$ cat config.mk
export PLATFORM = sky130hd
export DESIGN_NAME = npc_calc
export DESIGN_NICKNAME = d
export VERILOG_FILES = /design/src/rtl/npc_pkg.sv /design/src/rtl/npc_adv.sv /design/src/rtl/npc_dest.sv /design/src/rtl/npc_tbl.sv /design/src/rtl/npc_calc.sv
export SDC_FILE = /design/constraint.sdc
export NUM_CORES = 1
export LEC_CHECK = 0
export ABC_AREA = 1
export CORE_MARGIN = 1.5
export CORE_UTILIZATION = 47
export CTS_CLUSTER_SIZE = 24
export DETAILED_ROUTE_END_ITERATION = 10
export DONT_BUFFER_PORTS = 1
export GPL_TIMING_DRIVEN = 0
export SETUP_SLACK_MARGIN = 0.2
export SLEW_MARGIN = 20
export SYNTH_ARGS = -nofsm -noshare
export SYNTH_HDL_FRONTEND = slang
export SYNTH_SLANG_ARGS = --single-unit
$ cat constraint.sdc
create_clock -name clk -period 2.7 [get_ports clk]
set_input_delay 0.27 -clock clk [delete_from_list [all_inputs] [get_ports clk]]
set_output_delay 0.27 -clock clk [all_outputs]
set_load 0.01 [all_outputs]
$ cat src/rtl/npc_pkg.sv
package npc_pkg;
    typedef enum logic [1:0] {
        NPC_SEQ  = 2'd0,
        NPC_PAGE = 2'd1,
        NPC_LONG = 2'd2,
        NPC_REL  = 2'd3
    } npc_kind_e;
endpackage

$ cat src/rtl/npc_adv.sv
module npc_adv #(
    parameter int PC_W  = 16,
    parameter int LEN_W = 2
) (
    input  logic [PC_W-1:0]  cur_pc,
    input  logic [LEN_W-1:0] instr_len,
    output logic [PC_W-1:0]  adv_pc
);
    localparam int PAD_W = PC_W - LEN_W;

    always_comb begin
        adv_pc = cur_pc + {{PAD_W{1'b0}}, instr_len};
    end
endmodule

$ cat src/rtl/npc_dest.sv
module npc_dest
    import npc_pkg::*;
#(
    parameter int PC_W   = 16,
    parameter int PAGE_W = 11,
    parameter int OFS_W  = 8
) (
    input  logic [PC_W-1:0] adv_pc,
    input  npc_kind_e       kind,
    input  logic [PC_W-1:0] target,
    input  logic            take,
    output logic [PC_W-1:0] dest_pc
);
    localparam int SEXT_W = PC_W - OFS_W;

    logic [PC_W-1:0] page_pc;
    logic [PC_W-1:0] rel_pc;
    logic [PC_W-1:0] ofs_ext;

    generate
        if (PAGE_W < PC_W) begin : g_splice
            assign page_pc = {adv_pc[PC_W-1:PAGE_W], target[PAGE_W-1:0]};
        end else begin : g_full
            assign page_pc = target;
        end
    endgenerate

    always_comb begin
        ofs_ext = {{SEXT_W{target[OFS_W-1]}}, target[OFS_W-1:0]};
        rel_pc  = adv_pc + ofs_ext;
        dest_pc = adv_pc;
        if (take) begin
            unique case (kind)
                NPC_PAGE: dest_pc = page_pc;
                NPC_LONG: dest_pc = target;
                NPC_REL:  dest_pc = rel_pc;
                default:  dest_pc = adv_pc;
            endcase
        end
    end
endmodule

$ cat src/rtl/npc_tbl.sv
module npc_tbl #(
    parameter int PC_W  = 16,
    parameter int ACC_W = 8
) (
    input  logic [PC_W-1:0]  adv_pc,
    input  logic [ACC_W-1:0] acc,
    output logic [PC_W-1:0]  tbl_pc
);
    localparam int PAD_W = PC_W - ACC_W;

    always_comb begin
        tbl_pc = adv_pc + {{PAD_W{1'b0}}, acc};
    end
endmodule

$ cat src/rtl/npc_calc.sv
module npc_calc
    import npc_pkg::*;
#(
    parameter int PC_W   = 16,
    parameter int LEN_W  = 2,
    parameter int PAGE_W = 11,
    parameter int OFS_W  = 8,
    parameter int ACC_W  = 8
) (
    input  logic             clk,
    input  logic             rst_n,
    input  logic             in_valid,
    input  logic [PC_W-1:0]  cur_pc,
    input  logic [LEN_W-1:0] instr_len,
    input  logic [1:0]       kind,
    input  logic [PC_W-1:0]  target,
    input  logic             take,
    input  logic [ACC_W-1:0] acc,
    output logic [PC_W-1:0]  nxt_pc,
    output logic [PC_W-1:0]  tbl_addr,
    output logic             out_valid
);
    typedef struct packed {
        logic [PC_W-1:0] pc;
        logic [PC_W-1:0] tbl;
        logic            vld;
    } npc_state_t;

    npc_state_t st_d, st_q;
    logic [PC_W-1:0] adv_pc;
    logic [PC_W-1:0] dest_pc;
    logic [PC_W-1:0] tbl_pc;
    npc_kind_e       kind_e;

    assign kind_e = npc_kind_e'(kind);

    npc_adv #(.PC_W(PC_W), .LEN_W(LEN_W)) adv_i (
        .cur_pc    (cur_pc),
        .instr_len (instr_len),
        .adv_pc    (adv_pc)
    );

    npc_dest #(.PC_W(PC_W), .PAGE_W(PAGE_W), .OFS_W(OFS_W)) dest_i (
        .adv_pc  (adv_pc),
        .kind    (kind_e),
        .target  (target),
        .take    (take),
        .dest_pc (dest_pc)
    );

    npc_tbl #(.PC_W(PC_W), .ACC_W(ACC_W)) tbl_i (
        .adv_pc (adv_pc),
        .acc    (acc),
        .tbl_pc (tbl_pc)
    );

    always_comb begin
        st_d     = st_q;
        st_d.vld = in_valid;
        if (in_valid) begin
            st_d.pc  = dest_pc;
            st_d.tbl = tbl_pc;
        end
    end

    always_ff @(posedge clk) begin
        if (!rst_n) begin
            st_q <= '0;
        end else begin
            st_q <= st_d;
        end
    end

    assign nxt_pc    = st_q.pc;
    assign tbl_addr  = st_q.tbl;
    assign out_valid = st_q.vld;
endmodule

==> out/metrics.csv <==
metric,value,unit
Routed WL per cell,15.8,microns
Slew Limit Headroom,61.4,%
crit-path max FO,5,
CTS tree,yes,
Unique masters post-synth,36,
RR Startpoint,tbl_addr[4],
Hold Fails Final Rpt,0,
final setup fails,0,
Reg2Reg Depth,4,
worst hold endpoint,nxt_pc[15],
FMAX,0.400,GHz
initial antenna violation count,0,
most frequent cell after synthesis,nand2_1,
Final min period,2500,ps
status,finished clean,
fin crit share,92.7,%
post-route setup slack,198,ps
Max Cap Viol,0,
Slew @ Worst Pin,579,ps
drt total wl,10.1,mm
Setup Crit Path Kind,in -> reg,
Initial Util,48.4,%
Util after Layout,57.0,%
"slowest stage delay, CP",400,ps
worst vdd ir,0.178,mV
vias in the first global route,3208,
width of the die,86.5,microns
cells after synthesis,539,
largest net degree at the start of global routing,13,
synth-to-layout area growth,17.7,%
mapped cell area,3270,sq um
r2r setup slk,1970,ps
CTS root buffer,clkbuf_8,
drt first pass iters,6,
FF-to-FF End,tbl_addr[4],
Worst path slowest cell,fa_2,
clock-pin transition on the worst setup and hold timing paths,60,ps
"FF+latch count, synth",33,
fill count,686,
total power,1560,uW
Clock Sinks,33,
Worst Hold Class,in -> reg,
number of flops mapped to enable cells by yosys,0,
Final Wtd Congestion,0.895,
row count,30,
cell area after layout,3850,sq um
Max Slew Vio Count,0,
Post-DRT Antenna Nets,0,
unrepaired setup endpoints after global routing,true,
Core ar.,6760,sq um
crit-path most repeated cell,nand2_4,
CTS buffer count,5,
Global Route Usage Sum,26.5,%
Clock Skew,0,ps
global-route wire length before repair,15.5,mm
syn avg cell area,6.07,sq um
worst path cell trace,ha_4 -> fa_2 -> nand2_4 -> nor2_4 -> nand2_4 -> xor2_4 -> inv_2 -> ha_4 -> nand2_4 -> nor2_2 -> nand2_1 -> nand2_2 -> nand2_2 -> nand2_2 -> nand2_4 -> nor2_4 -> buf_4 -> nand3_1 -> nand3_2 -> nand2_1 -> inv_1,
Synth Warn #,0,
final layout net count,636,
CTS max path bufs,2,
antenna cells,0,
layout cells sized above 1,18.7,%
Setup WS pre-CTS,-268,ps
"top cells by count, synth","nand2_1 (158), inv_1 (64), nor2_1 (48), o21ai_0 (47), a21oi_1 (43)",
number of I/O pins,81,
hold buffers post-CTS,0,
port buffer count,0,
Setup crit end kind,flip-flop,
# DRC,0,
via count,3530,
ranking of synthesized cells by area,"dfxtp_1 (20%), nand2_1 (18%), ha_1 (11%), inv_1 (7.3%), o21ai_0 (7.2%)",
startpoint type of the worst setup path,primary input,
hold depth,4,
"area leader, netlist",dfxtp_1,
leakage power,0.00192,uW
WP data required,2930,ps
H-tree depth,2,
drt first-iter violations,234,
Via-to-Cell Ratio,5.55,
HPWL after DPL,7.98,mm
Most used DFF post-synth,dfxtp_1,
Synth top area share,20.2,%
pwr dens,406,nW/um^2
Worst EP arrival,2730,ps
Die Y,86.5,microns
"Cell Area, Placed",3490,sq um
Syn Nets,618,
Async SR Flop Fraction,0,%
setup TNS,0,ps
min-delay src,target[15],
gr ovfl total,0,
clock latency on the worst-skew pair,280,ps
register area share after synthesis,20.2,%
Die ar.,7470,sq um
==> layout by cell type (no fill, tap or decap), types with 3 or more instances in the layout <==
cell / n
inv_2: 9
o21ai_0: 41
nor2_1: 43
inv_1: 57
clkbuf_8: 5
xor2_1: 12
a31oi_1: 3
nor2_2: 6
ha_1: 18
ha_4: 10
nand4_1: 4
dfxtp_1: 33
clkbuf_1: 8
nand2_1: 141
buf_4: 10
nor2_4: 4
nand2_2: 18
or2_2: 5
o21ai_1: 8
a21oi_2: 7
nand3_2: 3
nand3_1: 36
a21oi_1: 35
nand2_4: 8
==> critical path: cells and delay by family <==
kind / cells / cell delay [ps]
xor gates and xnor gates: 1 / 180
adders and majority gates: 3 / 850
buffers and inverters: 3 / 260
and+or+nand+nor: 14 / 1160
==> metal layers <==
metal	up-vias	wire length, microns	GRT usage, %
li1	1782	-	-
met1	1629	4590	35.2
met2	105	4650	43.6
met3	14	664	6.10
met4	0	176	6.30
met5	-	0	0
==> how the worst max path moves through the flow <==
stage,slack (ps),endpoint,startpoint
2_1_floorplan,150,tbl_addr[13],cur_pc[0]
3_3_place_gp,-210,nxt_pc[11],cur_pc[1]
3_5_place_dp,-270,nxt_pc[9],cur_pc[1]
4_1_cts,210,tbl_addr[13],cur_pc[0]
5_1_grt,80,nxt_pc[13],cur_pc[0]
6_report,200,tbl_addr[15],cur_pc[0]
==> cell families after synthesis <==
| logic type | count (synthesis) | share of synthesized area [%] |
|---|---|---|
| and+or+nand+nor | 272 | 35.7 |
| AOI/OAI and AO/OA | 107 | 17.8 |
| buffers and inverters | 80 | 9.33 |
| DFF | 33 | 20.2 |
| adders and majority gates | 31 | 12.5 |
| xor gates and xnor gates | 16 | 4.51 |
==> what timing repair did <==
item                                    4_1_cts  5_1_grt
gates resized for setup                      10       51
pin swaps                                     4       27
setup buffers                                 2        9
hold endpoints to repair                      0        0
endpoints found under the setup margin       13       14
==> report_power, final <==
| part | switching, uW | internal [uW] | leakage (uW) |
|---|---|---|---|
| Clock | 171 | 169 | 0.0000399 |
| Sequential | 49.8 | 532 | 0.000274 |
| Combinational | 390 | 250 | 0.00160 |
| Total | 611 | 951 | 0.00192 |
==> sequential cells by signal (all words and copies together), names as in the netlist <==
signal / cells
out_valid: 1
tbl_addr: 16
nxt_pc: 16
==> through the flow <==
stage	hold WS [ps]	std cells
2_1_floorplan	490	539
3_3_place_gp	506	619
3_5_place_dp	510	619
4_1_cts	224	627
5_1_grt	228	636
6_report	229	636
==> layout make-up <==
type | count | area, sq um | share of cell area, %
Clock buffer | 5 | 68.8 | 1.79
Buffer | 11 | 43.8 | 1.14
Timing Repair Buffer | 11 | 86.3 | 2.24
Clock inverter | 1 | 5.00 | 0.130
Tap cell | 80 | 100 | 2.60
Inverter | 69 | 264 | 6.85
Multi-Input combinational cell | 426 | 2620 | 68.1
Sequential cell | 33 | 661 | 17.1
No activity file was read; power rests on OpenSTA's default activity.
